==> src/rtl/spi_xact_pkg.sv <==
package spi_xact_pkg;

    localparam int XACT_BYTE_W    = 8;
    localparam int XACT_MAX_BYTES = 4;
    localparam int XACT_SEL_W     = 8;
    localparam int XACT_LEN_W     = 8;
    localparam int XACT_DIV_W     = 8;

    typedef enum logic [2:0] {
        ST_IDLE  = 3'd0,
        ST_SETUP = 3'd1,
        ST_LOW   = 3'd2,
        ST_HIGH  = 3'd3,
        ST_STOP  = 3'd4,
        ST_DONE  = 3'd5
    } xact_state_e;

    function automatic logic in_bit_phase(xact_state_e st);
        return (st == ST_LOW) || (st == ST_HIGH);
    endfunction

endpackage

==> src/rtl/spi_req_check.sv <==
module spi_req_check #(
    parameter int SEL_W     = 8,
    parameter int LEN_W     = 8,
    parameter int MAX_BYTES = 4
) (
    input  logic [SEL_W-1:0] sel,
    input  logic [LEN_W-1:0] len,
    output logic             valid,
    output logic             empty
);
    localparam int CNT_W = $clog2(SEL_W + 1);

    logic [CNT_W-1:0] sel_count;
    logic             mask_fine;
    logic             len_fine;

    always_comb begin
        sel_count = '0;
        for (int i = 0; i < SEL_W; i++) begin
            sel_count = sel_count + CNT_W'(sel[i]);
        end
    end

    assign mask_fine = (sel_count <= CNT_W'(1));
    assign len_fine  = (len <= LEN_W'(MAX_BYTES));
    assign valid     = mask_fine && len_fine;
    assign empty     = (len == '0);

endmodule

==> src/rtl/spi_half_timer.sv <==
module spi_half_timer #(
    parameter int DIV_W = 8
) (
    input  logic             clk,
    input  logic             rst,
    input  logic             load,
    input  logic [DIV_W-1:0] div_in,
    input  logic             run,
    input  logic             restart,
    output logic             expire
);
    logic [DIV_W-1:0] div_q;
    logic [DIV_W-1:0] cnt_q;

    always_ff @(posedge clk) begin
        if (rst) begin
            div_q <= '0;
            cnt_q <= '0;
        end else if (load) begin
            div_q <= div_in;
            cnt_q <= div_in;
        end else if (restart) begin
            cnt_q <= div_q;
        end else if (run && (cnt_q != '0)) begin
            cnt_q <= cnt_q - 1'b1;
        end
    end

    assign expire = run && (cnt_q == '0);

    AST_TIMER_BOUND: assert property (@(posedge clk) disable iff (rst)
        cnt_q <= div_q);

    AST_TIMER_HELD: assert property (@(posedge clk) disable iff (rst)
        (run && !load) |=> $stable(div_q));

endmodule

==> src/rtl/spi_byte_shifter.sv <==
module spi_byte_shifter #(
    parameter int BYTE_W    = 8,
    parameter int NUM_BYTES = 4,
    parameter int LEN_W     = 8
) (
    input  logic                        clk,
    input  logic                        rst,
    input  logic                        load,
    input  logic [NUM_BYTES*BYTE_W-1:0] tx_vec,
    input  logic [LEN_W-1:0]            len_in,
    input  logic                        shift,
    input  logic                        miso,
    output logic                        out_bit,
    output logic                        final_bit,
    output logic [NUM_BYTES*BYTE_W-1:0] rx_vec
);
    localparam int IDX_W = (NUM_BYTES > 1) ? $clog2(NUM_BYTES) : 1;
    localparam int BIT_W = $clog2(BYTE_W);

    logic [NUM_BYTES-1:0][BYTE_W-1:0] lanes_q;
    logic [IDX_W-1:0]                 idx_q;
    logic [BIT_W-1:0]                 bit_q;
    logic [LEN_W-1:0]                 len_q;

    always_ff @(posedge clk) begin
        if (rst) begin
            lanes_q <= '0;
            idx_q   <= '0;
            bit_q   <= '0;
            len_q   <= '0;
        end else if (load) begin
            lanes_q <= tx_vec;
            idx_q   <= '0;
            bit_q   <= '0;
            len_q   <= len_in;
        end else if (shift) begin
            lanes_q[idx_q] <= {lanes_q[idx_q][BYTE_W-2:0], miso};
            if (bit_q == BIT_W'(BYTE_W - 1)) begin
                bit_q <= '0;
                idx_q <= idx_q + 1'b1;
            end else begin
                bit_q <= bit_q + 1'b1;
            end
        end
    end

    assign out_bit   = lanes_q[idx_q][BYTE_W-1];
    assign final_bit = (bit_q == BIT_W'(BYTE_W - 1)) &&
                       ((LEN_W'(idx_q) + 1'b1) == len_q);

    generate
        for (genvar k = 0; k < NUM_BYTES; k++) begin : g_lane
            assign rx_vec[k*BYTE_W +: BYTE_W] =
                (LEN_W'(k) < len_q) ? lanes_q[k] : '0;
        end
    endgenerate

    AST_NO_EMPTY_SHIFT: assert property (@(posedge clk) disable iff (rst)
        shift |-> (len_q != '0));

    AST_SHIFT_IN_RANGE: assert property (@(posedge clk) disable iff (rst)
        shift |-> (LEN_W'(idx_q) < len_q));

endmodule

==> src/rtl/spi_xact_engine.sv <==
module spi_xact_engine
    import spi_xact_pkg::*;
#(
    parameter int BYTE_W    = XACT_BYTE_W,
    parameter int NUM_BYTES = XACT_MAX_BYTES,
    parameter int SEL_W     = XACT_SEL_W,
    parameter int LEN_W     = XACT_LEN_W,
    parameter int DIV_W     = XACT_DIV_W
) (
    input  logic                        clk,
    input  logic                        rst,
    input  logic                        start,
    input  logic [NUM_BYTES*BYTE_W-1:0] tx_data,
    input  logic [SEL_W-1:0]            sel_mask,
    input  logic [LEN_W-1:0]            xfer_len,
    input  logic [DIV_W-1:0]            half_div,
    input  logic                        miso,
    output logic                        busy,
    output logic                        done,
    output logic                        ok,
    output logic [NUM_BYTES*BYTE_W-1:0] rx_data,
    output logic                        sclk,
    output logic                        mosi,
    output logic [SEL_W-1:0]            cs_n
);
    localparam int VEC_W = NUM_BYTES * BYTE_W;

    xact_state_e      state_q;
    logic [SEL_W-1:0] sel_q;
    logic [LEN_W-1:0] len_q;
    logic             ok_q;
    logic             sclk_q;
    logic [SEL_W-1:0] cs_n_q;
    logic [VEC_W-1:0] rx_q;

    logic             accept;
    logic             req_valid;
    logic             req_empty;
    logic             phase_run;
    logic             phase_end;
    logic             shift_now;
    logic             out_bit;
    logic             final_bit;
    logic [VEC_W-1:0] rx_vec;

    assign accept    = start && (state_q == ST_IDLE);
    assign phase_run = in_bit_phase(state_q);
    assign shift_now = (state_q == ST_HIGH) && phase_end;

    spi_req_check #(
        .SEL_W    (SEL_W),
        .LEN_W    (LEN_W),
        .MAX_BYTES(NUM_BYTES)
    ) u_check (
        .sel  (sel_q),
        .len  (len_q),
        .valid(req_valid),
        .empty(req_empty)
    );

    spi_half_timer #(
        .DIV_W(DIV_W)
    ) u_timer (
        .clk    (clk),
        .rst    (rst),
        .load   (accept),
        .div_in (half_div),
        .run    (phase_run),
        .restart(phase_end),
        .expire (phase_end)
    );

    spi_byte_shifter #(
        .BYTE_W   (BYTE_W),
        .NUM_BYTES(NUM_BYTES),
        .LEN_W    (LEN_W)
    ) u_shift (
        .clk      (clk),
        .rst      (rst),
        .load     (accept),
        .tx_vec   (tx_data),
        .len_in   (xfer_len),
        .shift    (shift_now),
        .miso     (miso),
        .out_bit  (out_bit),
        .final_bit(final_bit),
        .rx_vec   (rx_vec)
    );

    always_ff @(posedge clk) begin
        if (rst) begin
            state_q <= ST_IDLE;
            sel_q   <= '0;
            len_q   <= '0;
            ok_q    <= 1'b0;
            sclk_q  <= 1'b0;
            cs_n_q  <= '1;
            rx_q    <= '0;
        end else begin
            case (state_q)
                ST_IDLE: begin
                    if (accept) begin
                        sel_q   <= sel_mask;
                        len_q   <= xfer_len;
                        state_q <= ST_SETUP;
                    end
                end
                ST_SETUP: begin
                    if (!req_valid) begin
                        ok_q    <= 1'b0;
                        state_q <= ST_STOP;
                    end else begin
                        ok_q    <= 1'b1;
                        cs_n_q  <= ~sel_q;
                        state_q <= req_empty ? ST_STOP : ST_LOW;
                    end
                end
                ST_LOW: begin
                    if (phase_end) begin
                        sclk_q  <= 1'b1;
                        state_q <= ST_HIGH;
                    end
                end
                ST_HIGH: begin
                    if (phase_end) begin
                        sclk_q  <= 1'b0;
                        state_q <= final_bit ? ST_STOP : ST_LOW;
                    end
                end
                ST_STOP: begin
                    cs_n_q  <= '1;
                    rx_q    <= ok_q ? rx_vec : '0;
                    state_q <= ST_DONE;
                end
                ST_DONE: begin
                    state_q <= ST_IDLE;
                end
                default: state_q <= ST_IDLE;
            endcase
        end
    end

    assign busy    = (state_q != ST_IDLE);
    assign done    = (state_q == ST_DONE);
    assign ok      = ok_q;
    assign rx_data = rx_q;
    assign sclk    = sclk_q;
    assign mosi    = phase_run ? out_bit : 1'b0;
    assign cs_n    = cs_n_q;

    AST_ONE_SELECT: assert property (@(posedge clk) disable iff (rst)
        $countones(~cs_n) <= 1);

    AST_REJECT_QUIET: assert property (@(posedge clk) disable iff (rst)
        (state_q == ST_SETUP && !req_valid) |=> (cs_n == '1 && !sclk));

    AST_IDLE_LINES: assert property (@(posedge clk) disable iff (rst)
        !busy |-> (!sclk && cs_n == '1));

    AST_DONE_RELEASED: assert property (@(posedge clk) disable iff (rst)
        done |-> (cs_n == '1 && !sclk));

    AST_DONE_PULSE: assert property (@(posedge clk) disable iff (rst)
        done |=> (!done && !busy));

    AST_MOSI_STEADY: assert property (@(posedge clk) disable iff (rst)
        (sclk && $past(sclk)) |-> $stable(mosi));

    AST_CLOCK_NEEDS_BUSY: assert property (@(posedge clk) disable iff (rst)
        sclk |-> busy);

endmodule

==> config.mk <==
export PLATFORM = sky130hd
export DESIGN_NAME = spi_xact_engine
export DESIGN_NICKNAME = d
export VERILOG_FILES = /design/src/rtl/spi_xact_pkg.sv /design/src/rtl/spi_req_check.sv /design/src/rtl/spi_half_timer.sv /design/src/rtl/spi_byte_shifter.sv /design/src/rtl/spi_xact_engine.sv
export SDC_FILE = /design/constraint.sdc
export NUM_CORES = 1
export LEC_CHECK = 0
export BUFFER_PORTS_ARGS = -buffer_cell sky130_fd_sc_hd__buf_2
export CAP_MARGIN = 20
export CORE_UTILIZATION = 45
export CTS_CLUSTER_DIAMETER = 30
export DETAILED_ROUTE_END_ITERATION = 12
export GPL_ROUTABILITY_DRIVEN = 0
export GPL_TIMING_DRIVEN = 1
export PLACE_DENSITY_LB_ADDON = 0.25
export SLEW_MARGIN = 20
export SYNTH_ARGS = -nofsm -noshare
export SYNTH_HDL_FRONTEND = slang
export SYNTH_HIERARCHICAL = 1
export SYNTH_SLANG_ARGS = --single-unit
export TNS_END_PERCENT = 100
==> constraint.sdc <==
create_clock -name clk -period 3.85 [get_ports clk]
set_clock_uncertainty 0.1 [all_clocks]
set_input_delay 0.385 -clock clk [delete_from_list [all_inputs] [get_ports clk]]
set_output_delay 0.385 -clock clk [all_outputs]
set_load 0.02 [all_outputs]
Yosys cells after proc, flatten, opt, wreduce, memory -nomap -nowiden:

Index checks and enable logic that the tools add are counted.

* reduce and logical (&&, ||, !) cells: 23
* bitwise gates (word level): 1
* $add $sub $neg: 11
* multiplexer cells: 30
* order comparisons: 8
* equality and inequality tests: 11

Operators with widths (number)
* two-way mux 32 bit: 3
* two-way mux 8 bit: 10
* bitwise mux 32 bit: 1
* adder 4 x 1 -> 4 bit: 6
* two-way mux 3 bit: 7
* binary-select mux 8 bit (select 2 bit): 1
* demux 8 bit (select 2 bit): 1
* zero test 8 bit: 2
* less-than comparator 1 x 8 -> 1 bit (first input constant): 2
* less-than comparator 2 x 8 -> 1 bit (first input constant): 2
* one-hot mux 8 bit (2 select lines): 1
* one-hot mux 3 bit (5 select lines): 1
* equality test 3 bit (second input constant): 3
* equality test 8 bit: 1
* <= comparator 8 x 3 -> 1 bit (second input constant): 1
* != test 2 bit (second input constant): 4
* NOT 8 bit: 1
* nonzero test 8 bit: 1
* subtractor 8 x 1 -> 8 bit (second input constant): 1
* logical AND 1 bit: 7
* equality test 3 x 2 -> 1 bit (second input constant): 2
* AND reduction 2 bit: 3
* AND reduction 3 bit: 2
* nonzero test 2 bit: 3
* 14 further kinds: 18

* output and inout bits: 45
* register bits after elaboration: 122
* input bits: 60
* logic and storage cells: 100

Longest topological paths before layout:

* depth after elaboration: 11
* mapped depth: 13
* mapped depth without buffers: 13

Hierarchy:

Netlist, hierarchy kept.

Modules (own cells, without submodules)
* spi_byte_shifter: instances 1, area an instance 2519.9 um^2, cells an instance 291, sequential area each 900.9 um^2
* spi_xact_engine: instances 1, area an instance 2235.9 um^2, cells an instance 214, sequential area each 1221.2 um^2
* spi_half_timer: instances 1, area an instance 869.6 um^2, cells an instance 106, sequential area each 320.3 um^2
* spi_req_check: instances 1, area an instance 210.2 um^2, cells an instance 24, sequential area each 0.0 um^2

Worst setup path after synthesis:

Ideal clock, no wire load.

* path type: flip-flop to flip-flop
* start: register sel_q[0]
* end: register cs_n_q[4], in the netlist cs_n[4]
* required time: 3677 ps
* cell stages (with the launch flop): 13
* buffers on the path: 1
* library setup time: 73 ps
* clock period less this slack: 3881 ps
* slack: -31 ps
* data arrival time: 3708 ps
* path through: dfxtp_1 -> fa_1 -> inv_1 -> fa_1 -> fa_1 -> inv_1 -> ha_1 -> fa_1 -> or2_1 -> a2111oi_2 -> or3b_1 -> buf_6 -> o211ai_2

* cells in the longest elaborated chain, start to end: 11

RTL lines
* start: declaration: line spi_xact_engine.sv:29 `logic [SEL_W-1:0] sel_q;`
* start signal: assignment: line spi_xact_engine.sv:103 `sel_q <= sel_mask;`
* adder 1 x 1 -> 2 bit: line spi_req_check.sv:20 `sel_count = sel_count + CNT_W'(sel[i]);`
* adder 4 x 1 -> 4 bit (6 in series): line spi_req_check.sv:20
* <= comparator 4 x 1 -> 1 bit: line spi_req_check.sv:24 `assign mask_fine = (sel_count <= CNT_W'(1));`
* logical AND 1 bit: line spi_req_check.sv:26 `assign valid = mask_fine && len_fine;`
* named net req_valid: line spi_xact_engine.sv:37 `logic req_valid;`
* != test 2 bit (no source line)
* AND reduction 2 bit (no source line)
* end signal: assignment: line spi_xact_engine.sv:114 `cs_n_q <= ~sel_q;`
* end: declaration: line spi_xact_engine.sv:33 `logic [SEL_W-1:0] cs_n_q;`

The timed path passes the listed nets, and every way through them passes these cells.
A chain may end at the register's enable or synchronous reset.

Worst setup path after layout:

* start: register sel_q[0]
* end: register cs_n_q[5], in the netlist cs_n[5]

The elaborated chain is that of the path after synthesis.

==> metrics.yaml <==
run_status:
  status: "finished with violations"
  violations: "negative setup slack"
timing:
  whs_ns: 0.104
  fin_crit_ns: 3.90
  finalMaxSlewViolations: 0
  worstMarginPinSlew_ns: 0.755
  post-route-period-util: 1.01
  finalHoldViolCount: 0
  fmax_mhz: 257
  timing.final.ws_setup_ns: -0.0455
  setup_viol: 9
  maxSlewHeadroom: 0.496
  grt_setup_unrepaired: "yes"
setup_path:
  worst-path-buf-inv: 3
  worst-r2r-cell-count: 12
  crit_family: "adder cells"
  cp_slowest_cell: "fa_1"
  end_kind: "flop"
  slowest_delay_ns: 0.52
  worstSetupPathType: "flop to flop"
  cpMostUsedCell: "fa_1"
  required_ns: 4.09
  r2r_end: "cs_n[5]"
  cp-startpoint: "sel_q[0]"
  startpoint_type: "flop"
  path_max_fanout: 5
  arrival_ns: 4.13
  rr_startpoint: "sel_q[0]"
  cp_cell_sequence: "fa_1 > inv_1 > fa_1 > fa_1 > inv_2 > ha_4 > fa_2 > or2_4 > a2111oi_4 > or3b_4 > buf_6 > o211ai_2"
  reg2reg_setup_slack_ns: -0.05
pwr:
  p_leak_nw: 3.10
  irDropWorstVdd_v: 0.000422
  powerDensity_mw_per_mm2: 718
global_routing:
  grt_pass1_wl_um: 23700
  grt_start_max_net_pins: 94
  grt_pass1_vias: 4760
  grt_antenna_before_repair: 0
  grtUsageTotal: 0.230
  grt.overflow.total: 0
floorplanning:
  die_w_um: 116
  rows: 41
  die_h_um: 116
  core_region_area_mm2: 0.0126
  start_util: 0.462
  pin_count: 105
  die-area_mm2: 0.0134
routing:
  routedWlPerCell_um: 16.1
  drcViolationCount: 0
  viasPerCell: 5.51
  routed_wl_um: 14700
  drtPass1Iterations: 5
  vias: 5048
  ant_nets: 0
  drtIter0Drc: 370
finish:
  nNetsFinal: 805
  final_cells: 916
  area_growth_pct: 23.2
  drive_above_1_share: 0.284
  fin_area_mm2: 0.00719
  diodes: 0
logic_synthesis:
  avgSynthCellArea_um2: 9.19
  yosys.cell_types.count: 65
  synth_edf_count: 0
  ys_seq_area_frac: 0.419
  netlist_area_mm2: 0.00584
  yosys.area.top_type_share: 0.419
  async_flop_share: 0
  synth_warnings: 6
  syn_nets: 709
  syn_inst: 635
  yosys-top-cells-count: "122 x dfxtp_1, 79 x nand2_1, 50 x a21oi_1"
  yosys-top-cells-area: "dfxtp_1 42%, nand2_1 5.1%, a22o_1 5.0%, a221oi_1 4.7%, a21oi_1 4.3%"
  yosysTopAreaCell: "dfxtp_1"
  ys_seq_elements: 122
  synthFlopType: "dfxtp_1"
  synth.most_common_cell: "dfxtp_1"
min_path:
  min_delay_worst_endpoint: "sel_q[0]"
  holdCritPathClass: "primary input to flop"
  min_path_cells: 3
  hold_start: "sel_mask[0]"
placed_design:
  dp_hpwl_um: 10100
  place_area_mm2: 0.00652
  dp_cells: 880
  portBuffers: 104
clock_tree:
  root_buffer: "clkbuf_16"
  path_clk_slew_ns: 0.05
  cts_tree: "built"
  clock_sinks: 122
  clock_path_buffers: 2
  clock_latency_ns: 0.42
  cts_buffers: 17
  htreeDepth: 4
job:
  drv_cap: 0
logic make-up (layout without fill, tap and decap cells):
| family | after synthesis | in the layout | synth area share |
|---|---|---|---|
| AOI/OAI and AO/OA | 169 | 169 | 0.224 |
| adders and majority gates | 14 | 14 | 0.0352 |
| xor gates and xnor gates | 6 | 6 | 0.00901 |
| muxes | 21 | 21 | 0.0532 |
| buffers and inverters | 90 | 199 | 0.0647 |
| and+or+nand+nor | 213 | 213 | 0.195 |
| DFF | 122 | 122 | 0.419 |
power breakdown:
part | internal, W | switching [W]
clock | 0.00108 | 0.000551
sequential | 0.00151 | 0.000261
combinational | 0.000771 | 0.000985
area by class of cell:
type                            count  area [um^2]
Clock buffer                       24          492
Multi-Input combinational cell    423         3070
Sequential cell                   122         2440
Tap cell                          172          215
Fill cell                        1157         5430
Clock inverter                      8          115
Timing Repair Buffer              120          681
Inverter                           47          178
worst max path at each step:
stage	end	cells past startpoint
floorplan	cs_n[4]	12
global placement	cs_n[4]	12
detailed placement	cs_n[3]	12
CTS	cs_n[3]	12
global route	cs_n[3]	12
finish	cs_n[5]	12
tightest hold or removal path, cell delays in order:
cell     delay [ns]
buf_2          0.10
nand2_2        0.05
a21oi_2        0.04
sequential cells by signal, summed over array words and instances (netlist names):
signal and count:
u_shift/lanes_q 32, u_timer/div_q 8, ok 1, sclk 1, u_shift/idx_q 2, u_shift/bit_q 3
len_q 8, u_shift/len_q 8, sel_q 8, u_timer/cnt_q 8, cs_n 8, state_q 3
rx_data 32
cells in the final DEF, fill, tap and decap left out, types with 12 or more instances in the layout:
master	instances
clkbuf_16	17
inv_1	44
buf_2	104
a22o_1	33
nor3_1	16
nor2b_1	34
a21oi_1	49
mux2i_1	13
nor2_1	26
buf_4	12
nand2_1	79
dfxtp_1	121
a221oi_1	31
stage by stage:
stage          power [W]   util  TNS, ns  setup WS (ns)
5_1_grt          0.00545  0.570    -1.25         -0.146
6_report         0.00516  0.570   -0.293        -0.0455
4_1_cts          0.00514  0.569   -0.567        -0.0796
3_3_place_gp     0.00338  0.514   -0.341        -0.0416
3_5_place_dp     0.00345  0.516    -1.13         -0.135
2_1_floorplan    0.00302      -        0         0.0454
layer usage:
layer	routed length, um	track usage	vias up
met3	768	0.0497	17
met1	7310	0.326	2432
met2	6430	0.342	148
met5	0	0	-
li1	-	-	2451
met4	210	0.0855	0
repair_timing:
item,CTS,global route
endpoints found under the hold margin,0,0
hold buffers,0,0
setup buffers,3,1
gates resized for setup,10,2
pin swaps,4,1
gates cloned,1,0
setup endpoints to repair,10,11
(Power assumes the default switching activity.)
